**src/rtl/dbg_cpu_ctl_pkg.sv**
```systemverilog
`timescale 1ns/1ps
package dbg_cpu_ctl_pkg;
    localparam int OP_W    = 4;
    localparam int IDX_W   = 1;
    localparam int DATA_W  = 2;
    localparam int FRAME_W = 1 + OP_W + IDX_W + DATA_W;
    localparam int CTRL_IDX = 0;

    typedef enum logic [OP_W-1:0] {
        OP_NOP      = 4'h0,
        OP_BURST_WR = 4'h3,
        OP_BURST_RD = 4'h7,
        OP_REG_WR   = 4'h9,
        OP_REG_SEL  = 4'hD
    } op_e;

    typedef struct packed {
        logic              top_flag;
        logic [OP_W-1:0]   op;
        logic [IDX_W-1:0]  idx;
        logic [DATA_W-1:0] data;
    } frame_t;

    typedef struct packed {
        logic              sel;
        logic              wr;
        logic [IDX_W-1:0]  idx;
        logic [DATA_W-1:0] data;
    } cmd_t;

    function automatic cmd_t decode_frame(frame_t f, logic fire);
        cmd_t c;
        c.sel  = fire && !f.top_flag && (f.op == OP_REG_SEL);
        c.wr   = fire && !f.top_flag && (f.op == OP_REG_WR);
        c.idx  = f.idx;
        c.data = f.data;
        return c;
    endfunction
endpackage

```
**src/rtl/dbg_shift_path.sv**
```systemverilog
`timescale 1ns/1ps
module dbg_shift_path #(
    parameter int W    = 8,
    parameter int RD_W = 2
) (
    input  logic            clk,
    input  logic            rst,
    input  logic            en,
    input  logic            capture,
    input  logic            shift,
    input  logic            tdi,
    input  logic [RD_W-1:0] rd_val,
    output logic [W-1:0]    frame_o,
    output logic            tdo
);
    logic [W-1:0] sr_q;

    always_ff @(posedge clk) begin
        if (rst) begin
            sr_q <= '0;
        end else if (en && capture) begin
            sr_q <= {{(W-RD_W){1'b0}}, rd_val};
        end else if (en && shift) begin
            sr_q <= {tdi, sr_q[W-1:1]};
        end
    end

    assign frame_o = sr_q;
    assign tdo     = en ? sr_q[0] : 1'b0;
endmodule

```
**src/rtl/dbg_cmd_decode.sv**
```systemverilog
`timescale 1ns/1ps
module dbg_cmd_decode
    import dbg_cpu_ctl_pkg::*;
(
    input  logic               en,
    input  logic               update,
    input  logic [FRAME_W-1:0] frame_i,
    output cmd_t               cmd_o
);
    frame_t f;
    assign f     = frame_t'(frame_i);
    assign cmd_o = decode_frame(f, en && update);
endmodule

```
**src/rtl/dbg_ctrl_regs.sv**
```systemverilog
`timescale 1ns/1ps
module dbg_ctrl_regs
    import dbg_cpu_ctl_pkg::*;
(
    input  logic              clk,
    input  logic              rst,
    input  cmd_t              cmd,
    input  logic              cpu_stalled_i,
    output logic [DATA_W-1:0] ctrl_o,
    output logic [IDX_W-1:0]  idx_o,
    output logic [DATA_W-1:0] rd_val
);
    logic [DATA_W-1:0] ctrl_q;
    logic [IDX_W-1:0]  idx_q;
    logic              ctrl_hit;

    assign ctrl_hit = (idx_q == IDX_W'(CTRL_IDX));

    always_ff @(posedge clk) begin
        if (rst) begin
            ctrl_q <= '0;
            idx_q  <= '0;
        end else begin
            if (cmd.sel) idx_q <= cmd.idx;
            if (cmd.wr && ctrl_hit) ctrl_q <= cmd.data;
        end
    end

    always_comb begin
        rd_val = '0;
        if (ctrl_hit) begin
            rd_val    = ctrl_q;
            rd_val[0] = cpu_stalled_i;
        end
    end

    assign ctrl_o = ctrl_q;
    assign idx_o  = idx_q;
endmodule

```
**src/rtl/dbg_cpu_ctl.sv**
```systemverilog
`timescale 1ns/1ps
module dbg_cpu_ctl
    import dbg_cpu_ctl_pkg::*;
(
    input  logic clk,
    input  logic rst,
    input  logic sel_en,
    input  logic capture_dr,
    input  logic shift_dr,
    input  logic update_dr,
    input  logic tdi,
    output logic tdo,
    input  logic cpu_stalled_i,
    output logic cpu_stall_o,
    output logic cpu_rst_o
);
    logic [FRAME_W-1:0] frame_w;
    logic [DATA_W-1:0]  rd_w;
    logic [DATA_W-1:0]  ctrl_w;
    logic [IDX_W-1:0]   sel_idx;
    cmd_t               cmd_w;

    dbg_shift_path #(.W(FRAME_W), .RD_W(DATA_W)) u_shift (
        .clk(clk), .rst(rst), .en(sel_en), .capture(capture_dr),
        .shift(shift_dr), .tdi(tdi), .rd_val(rd_w),
        .frame_o(frame_w), .tdo(tdo)
    );

    dbg_cmd_decode u_dec (
        .en(sel_en), .update(update_dr), .frame_i(frame_w), .cmd_o(cmd_w)
    );

    dbg_ctrl_regs u_regs (
        .clk(clk), .rst(rst), .cmd(cmd_w), .cpu_stalled_i(cpu_stalled_i),
        .ctrl_o(ctrl_w), .idx_o(sel_idx), .rd_val(rd_w)
    );

    assign cpu_stall_o = ctrl_w[0];
    assign cpu_rst_o   = ctrl_w[1];
endmodule

```
**config.mk**
```make
export PLATFORM = sky130hd
export DESIGN_NAME = dbg_cpu_ctl
export DESIGN_NICKNAME = d
export VERILOG_FILES = /design/src/rtl/dbg_cpu_ctl_pkg.sv /design/src/rtl/dbg_shift_path.sv /design/src/rtl/dbg_cmd_decode.sv /design/src/rtl/dbg_ctrl_regs.sv /design/src/rtl/dbg_cpu_ctl.sv
export SDC_FILE = /design/constraint.sdc
export NUM_CORES = 1
export LEC_CHECK = 0
export BUFFER_PORTS_ARGS = -buffer_cell sky130_fd_sc_hd__buf_2
export CAP_MARGIN = 0
export CORE_AREA = 2 2 39 41
export CTS_CLUSTER_DIAMETER = 120
export DETAILED_ROUTE_END_ITERATION = 7
export DIE_AREA = 0 0 41 43
export GPL_TIMING_DRIVEN = 0
export PLACE_DENSITY = 0.66
export SETUP_SLACK_MARGIN = 0.02
export SYNTH_ARGS = -nofsm -noshare
export SYNTH_HDL_FRONTEND = slang
export SYNTH_SLANG_ARGS = --single-unit
export TNS_END_PERCENT = 5
```
**constraint.sdc**
```tcl
create_clock -name clk -period 1.3 [get_ports clk]
set_input_delay 0.13 -clock clk [delete_from_list [all_inputs] [get_ports clk]]
set_output_delay 0.13 -clock clk [all_outputs]
set_load 0.02 [all_outputs]
```
==> metrics.cfg, run 1 <==
[cells_and_area]
nets=74
syn2layout_area_growth_pct=19.2
post_route_cells_drive_above_1_share=0.262
n_antenna_cell=0
filler_cell_count=146
stdcell_area_um2=568

[die]
die_h_um=43
num_rows=14
core_area_um2=1380
start_util=0.344
io_pins=11
dieArea_um2=1760
die_w_um=41

[clock_tree]
cts_buffer_depth=2
path_clk_slew_ns=0.07
post-cts-setup-buffers=0
clkLatencyLatePin_ns=0.26
clock_sinks=11
clock-root-buffer=clkbuf_4
ctsResizeCount=0
htreeDepth=1
cts_tree=built
numCtsBuffers=3
hold_buffers=0

[place]
dpl_cell_area_um2=542
portBuffers=9
dp_hpwl_um=660
gp_congestion=0.706

[sta]
min_period_ns=1.05
setup_viol=0
fin_skew_ns=0.00284
post-route-period-util=0.808
max_freq_mhz=952
finalMaxSlewViolations=0
hold_ws_ns=0.103
max_slew_margin=0.619
fin_tns_setup_ns=0
finalHoldViolCount=0
worst_pin_slew_ns=0.568
rsz0062_at_grt=false

[global_routing]
grt_overflow_total=0
grt_max_degree=11
grt_pass1_vias=381
antenna_found_initial=0
grt_usage=0.126
grt_pass1_wl_um=1460

[synthesis]
synth_top_flop_cell=dfxtp_1
synth_seq_area_share=0.462
synth_fp_nets=60
yosys-top-cells-count=dfxtp_1 (11), nor2_1 (7), a22oi_1 (6), nand2_1 (6), and3b_1 (5)
netlist_area_um2=477
synth_cell_types=17
synth_cells=52
synth_edf_count=0
syn_area_per_cell_um2=9.17
yosys_warnings=0
synthTopCellsByArea=dfxtp_1 (46%), a22oi_1 (9.4%), and3b_1 (9.2%)
async_flop_share=0
ys_seq_elements=11
synth_most_common_cell=dfxtp_1
synth_top_area_frac=0.462
synth_top_area_cell=dfxtp_1

[min_path]
hold_class=input port to flip-flop

[detailed_routing]
final_antenna_net_count=0
viasPerCell=4.94
routed_wl_um=860
vias=400
drt_pass1_iterations=4
route.detailed.drc=0
wl_per_cell_um=10.6
drt-initial-drc-count=11

[power_and_ir_drop]
power_density_nw_per_um2=1070
vdd_drop_max_uv=566
p_leak_uw=0.000261

[worst_setup_path]
cp-start-kind=flip-flop
cp.required_ns=1.46
cp.arrival_ns=1.21
cpMaxStageDelayCell=and4bb_2
cpPeakStageDelay_ns=0.33
crit_type=flip-flop to flip-flop
crit_chain=and4bb_2 > a21oi_1 > a41o_2
end_kind=flip-flop
cp_max_fo=3

[run_status]
status=completed

[flow_run]
maxCapViolations=0

-- per-stage QoR --
step | utilization | instances | worst slack (ns) | power (uW)
2_1_floorplan | - | 52 | 0.304 | 368
4_1_cts | 0.410 | 81 | 0.240 | 618
6_report | 0.410 | 81 | 0.249 | 606
5_1_grt | 0.410 | 81 | 0.210 | 637
3_3_place_gp | 0.392 | 77 | 0.245 | 387
3_5_place_dp | 0.392 | 77 | 0.240 | 387
-- critical path: cells and delay by family (launching register included) --
| kind | cells | cell delay [ns] |
|---|---|---|
| flip-flops | 1 | 0.32 |
| AND/OR/NAND/NOR | 1 | 0.33 |
| AO/OA/AOI/OAI | 2 | 0.30 |
-- final timing paths --
check / from / end / slack, ns / cells after the start
setup reg to reg: u_shift.frame_o[7]$_SDFFE_PP0P_ / u_regs.idx_o$_SDFFE_PP0P_ / 0.25 / 3
setup / recovery: u_shift.frame_o[7]$_SDFFE_PP0P_ / u_regs.idx_o$_SDFFE_PP0P_ / 0.25 / 3
hold / removal: tdi / u_shift.frame_o[7]$_SDFFE_PP0P_ / 0.10 / 3
hold reg to reg: u_regs.ctrl_o[0]$_SDFFE_PP0P_ / u_regs.ctrl_o[0]$_SDFFE_PP0P_ / 0.45 / 2
-- cells in the final DEF (no fill, tap or decap), types with 2 or more instances in the layout --
| cell type | n |
|---|---|
| buf_2 | 11 |
| dfxtp_1 | 11 |
| nor2_1 | 7 |
| nand2_1 | 6 |
| a22oi_1 | 6 |
| and3b_1 | 5 |
| a21oi_1 | 3 |
| clkbuf_4 | 3 |
| o21ai_0 | 2 |
| mux2i_1 | 2 |
-- where the power goes --
part / switching, uW / internal [uW] / leakage, uW
Sequential: 1.40 / 339 / 0.0000887
Combinational: 24.0 / 15.2 / 0.000157
Clock: 107 / 119 / 0.0000150
-- per-layer routing --
metal / wire (um) / vias up / GRT usage
met2: 380 / 12 / 0.188
met3: 69 / 0 / 0.0942
met5: 0 / - / 0
met1: 411 / 173 / 0.133
li1: - / 215 / -
met4: 0 / 0 / 0.0400
-- kinds of logic (layout without fill, tap and decap cells) --
group,Yosys count,after routing,synth area share
DFF,11,11,0.462
buffers and inverters,3,16,0.0289
and+or+nand+nor,23,23,0.286
AOI/OAI and AO/OA,13,13,0.181
muxes,2,2,0.0420
-- state kept, by name, summed over array words and instances (netlist names) --
signal and count:
u_shift.frame_o 8, u_regs.ctrl_o 2, u_regs.idx_o 1
-- cell type report --
cell class	count	area, um2	share of cell area
Tap cell	16	20.0	0.0352
Multi-Input combinational cell	38	243	0.427
Buffer	2	10.0	0.0176
Inverter	1	3.75	0.00661
Clock buffer	4	26.3	0.0463
Sequential cell	11	220	0.388
Timing Repair Buffer	9	45.0	0.0793
(Power assumes the default switching activity.)
==> inputs of run 2 (changes only) <==
clock period = 1 ns   (was 1.3 ns; I/O delays follow)
==> metrics.cfg, run 2 (same netlist as run 1, synthesis figures left out) <==
[worst_setup_path]
cp.arrival_ns=1.23
cpPeakStageDelay_ns=0.34
crit_type=flip-flop to flip-flop
end_kind=flip-flop
cpMaxStageDelayCell=and4bb_2
crit_chain=and4bb_2 > nand4_2 > mux2i_1
cp-start-kind=flip-flop
cp.required_ns=1.16
cp_max_fo=3

[clock_tree]
post-cts-setup-buffers=0
numCtsBuffers=3
clkLatencyLatePin_ns=0.27
hold_buffers=0
htreeDepth=1
clock-root-buffer=clkbuf_4
path_clk_slew_ns=0.07
cts_tree=built
clock_sinks=11
cts_buffer_depth=2

[place]
gp_congestion=0.688
dp_cells=77
portBuffers=9
dp_hpwl_um=682

[power_and_ir_drop]
vdd_drop_max_uv=775
p_leak_uw=0.000263
power_density_nw_per_um2=1370

[die]
num_rows=14
io_pins=11
start_util=0.344
die_w_um=41
core_area_um2=1380
dieArea_um2=1760
die_h_um=43

[cells_and_area]
n_antenna_cell=0
final_cells=81
post_route_cells_drive_above_1_share=0.323
syn2layout_area_growth_pct=22.0
layout_common_cells=buf_2 (10), dfxtp_1 (8), nor2_1 (7), nand2_1 (6), a22oi_1 (6)
layout_commonest_cell=buf_2
nets=74
filler_cell_count=147
register_area_um2=224
largest_reg_flops=8
multiInputGateArea_um2=246

[detailed_routing]
drt_pass1_iterations=3
drt-initial-drc-count=7
route.detailed.drc=0
vias=405
viasPerCell=5.00
final_antenna_net_count=0
wl_per_cell_um=11.1
routed_wl_um=899

[sta]
finalHoldViolCount=0
min_period_ns=1.07
rsz0062_at_grt=true
fin_skew_ns=0.00435
max_freq_mhz=937
finalMaxSlewViolations=0
setup_viol=3
worst_slack_ns=-0.0670
max_slew_margin=0.640
worst_pin_slew_ns=0.537
hold_ws_ns=0.0683
post-route-period-util=1.07

[run_status]
failed_checks=setup timing
status=finished with violations

[global_routing]
grt_max_degree=11
grt_overflow_total=0
grt_pass1_wl_um=1510
antenna_found_initial=0
grt_pass1_vias=380
grt_usage=0.129

[flow_run]
maxCapViolations=0

[min_path]
hold_class=input port to flip-flop

==> run 2: metal layers <==
metal	up-vias	global-route usage	wire (um)
met5	-	0	0
met4	0	0.0400	0
met3	0	0.0785	72
met2	11	0.203	418
met1	181	0.136	409
li1	213	-	-
==> run 2: worst paths after layout <==
path / startpoint / endpoint / slack, ns / depth (start not counted)
worst max-delay path: u_shift.frame_o[4]$_SDFFE_PP0P_ / u_regs.ctrl_o[1]$_SDFFE_PP0P_ / -0.07 / 3
worst min-delay path: tdi / u_shift.frame_o[7]$_SDFFE_PP0P_ / 0.07 / 3
worst max register to register: u_shift.frame_o[4]$_SDFFE_PP0P_ / u_regs.ctrl_o[1]$_SDFFE_PP0P_ / -0.07 / 3
worst min register to register: u_regs.ctrl_o[0]$_SDFFE_PP0P_ / u_regs.ctrl_o[0]$_SDFFE_PP0P_ / 0.46 / 2
==> run 2: area by class of cell <==
type                            instances  share of cell area
Sequential cell                        11               0.385
Inverter                                1             0.00645
Clock buffer                            4              0.0452
Timing Repair Buffer                    9              0.0882
Multi-Input combinational cell         38               0.424
Tap cell                               16              0.0344
Buffer                                  2              0.0172
==> run 2: timing repair <==
item / 4_1_cts / 5_1_grt
endpoints found under the setup margin: 4 / 4
resized for setup: 2 / 4
pin swaps: 0 / 1
==> run 2: per-stage QoR <==
stage           util  cell area [um2]  setup WS (ns)  setup TNS (ns)  total power, uW
4_1_cts        0.413              572        -0.0680          -0.192              808
6_report       0.420              582        -0.0670          -0.195              796
3_3_place_gp   0.392              542        -0.0351          -0.215              504
2_1_floorplan      -              477        0.00435               0              478
3_5_place_dp   0.392              542        -0.0579          -0.293              504
5_1_grt        0.420              582         -0.105          -0.308              829
==> run 2: where the power goes <==
group          total [uW]  internal (uW)  switching, uW
logic                51.9           21.0           30.9
registers             443            441           1.94
clock network         301            154            146
total                 796            617            179
==> run 2: worst max-delay path: cells and delay by family (launching register included) <==
family	cells	cell delay, ns
and+or+nand+nor	2	0.49
DFF	1	0.32
muxes	1	0.14
==> inputs of run 3 (changes only) <==
CELL_PAD_IN_SITES_DETAIL_PLACEMENT = 0   (was default)
CELL_PAD_IN_SITES_GLOBAL_PLACEMENT = 1   (was default)
CORE_AREA = default   (was 2 2 39 41)
CORE_UTILIZATION = 36   (was default)
DIE_AREA = default   (was 0 0 41 43)
PLACE_DENSITY = 0.81   (was 0.66)
==> metrics.cfg, run 3 (same netlist as run 1, synthesis figures left out) <==
[global_routing]
antenna_found_initial=0
grt_overflow_total=0
grt_pass1_wl_um=1790
grt_max_degree=11
grt_pass1_vias=399
grt_usage=0.182

[cells_and_area]
multiInputGateArea_um2=258
nets=74
register_area_um2=223
layout_common_cells=buf_2 (10), dfxtp_1 (9), nor2_1 (7), nand2_1 (6), a22oi_1 (6)
post_route_cells_drive_above_1_share=0.323
layout_commonest_cell=buf_2
syn2layout_area_growth_pct=23.6
largest_reg_flops=8
filler_cell_count=131
n_antenna_cell=0

[detailed_routing]
route.detailed.drc=0
drt-initial-drc-count=8
final_antenna_net_count=0
wl_per_cell_um=13.8
drt_pass1_iterations=3
routed_wl_um=1090
viasPerCell=5.51
vias=435

[clock_tree]
cts_buffer_depth=2
post-cts-setup-buffers=0
clock-root-buffer=clkbuf_4
path_clk_slew_ns=0.07
clkLatencyLatePin_ns=0.27
hold_buffers=0
clock_sinks=11
cts_tree=built
numCtsBuffers=3
htreeDepth=1

[sta]
setup_viol=3
hold_ws_ns=0.0638
finalMaxSlewViolations=0
post-route-period-util=1.09
worst_slack_ns=-0.0923
max_slew_margin=0.596
max_freq_mhz=915
min_period_ns=1.09
finalHoldViolCount=0
fin_skew_ns=0.00586
rsz0062_at_grt=true
worst_pin_slew_ns=0.602
fin_tns_setup_ns=-0.199

[worst_setup_path]
end_kind=flip-flop
cp-start-kind=flip-flop
cp.arrival_ns=1.25
cp.required_ns=1.16
crit_type=flip-flop to flip-flop
cp_max_fo=3

[power_and_ir_drop]
p_leak_uw=0.000268
vdd_drop_max_uv=933
power_density_nw_per_um2=1350

[die]
die_h_um=38.4
io_pins=11
die_w_um=38.4
dieArea_um2=1470
core_area_um2=1170
num_rows=12
start_util=0.407

[run_status]
status=finished with violations
failed_checks=setup timing

[flow_run]
maxCapViolations=0

[min_path]
hold_class=input port to flip-flop

[place]
dp_hpwl_um=739
gp_congestion=0.653
portBuffers=9

-- run 3: what timing repair did --
action                                  4_1_cts  5_1_grt
resized for setup                             4        3
pin swaps                                     1        2
endpoints found under the setup margin        4        6
-- run 3: layout make-up --
type                            instances  area share
Buffer                                  2      0.0170
Clock buffer                            4      0.0446
Inverter                                1     0.00637
Multi-Input combinational cell         38       0.437
Sequential cell                        11       0.378
Tap cell                               14      0.0297
Timing Repair Buffer                    9      0.0870
-- run 3: where the power goes --
group	internal [uW]	switching (uW)
combinational	21.7	34.5
sequential	441	2.64
clock	154	144
total	617	181
-- run 3: worst max-delay path: stages (launching register included) --
cell,delay (ns)
dfxtp_2,0.33
and4bb_2,0.36
a21oi_2,0.07
a41o_2,0.22
-- run 3: final timing paths --
check	startpoint	end	slack, ns	depth (start not counted)
setup / recovery	u_shift.frame_o[7]$_SDFFE_PP0P_	u_regs.idx_o$_SDFFE_PP0P_	-0.09	3
hold / removal	tdi	u_shift.frame_o[7]$_SDFFE_PP0P_	0.06	3
setup reg to reg	u_shift.frame_o[7]$_SDFFE_PP0P_	u_regs.idx_o$_SDFFE_PP0P_	-0.09	3
hold reg to reg	u_shift.frame_o[0]$_SDFFE_PP0P_	u_shift.frame_o[0]$_SDFFE_PP0P_	0.48	2
-- run 3: layer usage --
| layer | track usage | share of wire |
|---|---|---|
| met4 | 0.0517 | 0 |
| met2 | 0.292 | 0.49 |
| met1 | 0.225 | 0.46 |
| met3 | 0.0698 | 0.051 |
| met5 | 0 | 0 |
-- run 3: per-stage QoR --
stage / power, uW / setup slack [ns] / util / area (um2) / cells
4_1_cts: 806 / -0.0655 / 0.490 / 574 / 79
3_3_place_gp: 504 / -0.0392 / 0.460 / 539 / 75
2_1_floorplan: 478 / 0.00435 / - / 477 / 52
6_report: 799 / -0.0923 / 0.503 / 589 / 79
3_5_place_dp: 504 / -0.0520 / 0.460 / 539 / 75
5_1_grt: 837 / -0.138 / 0.503 / 589 / 79
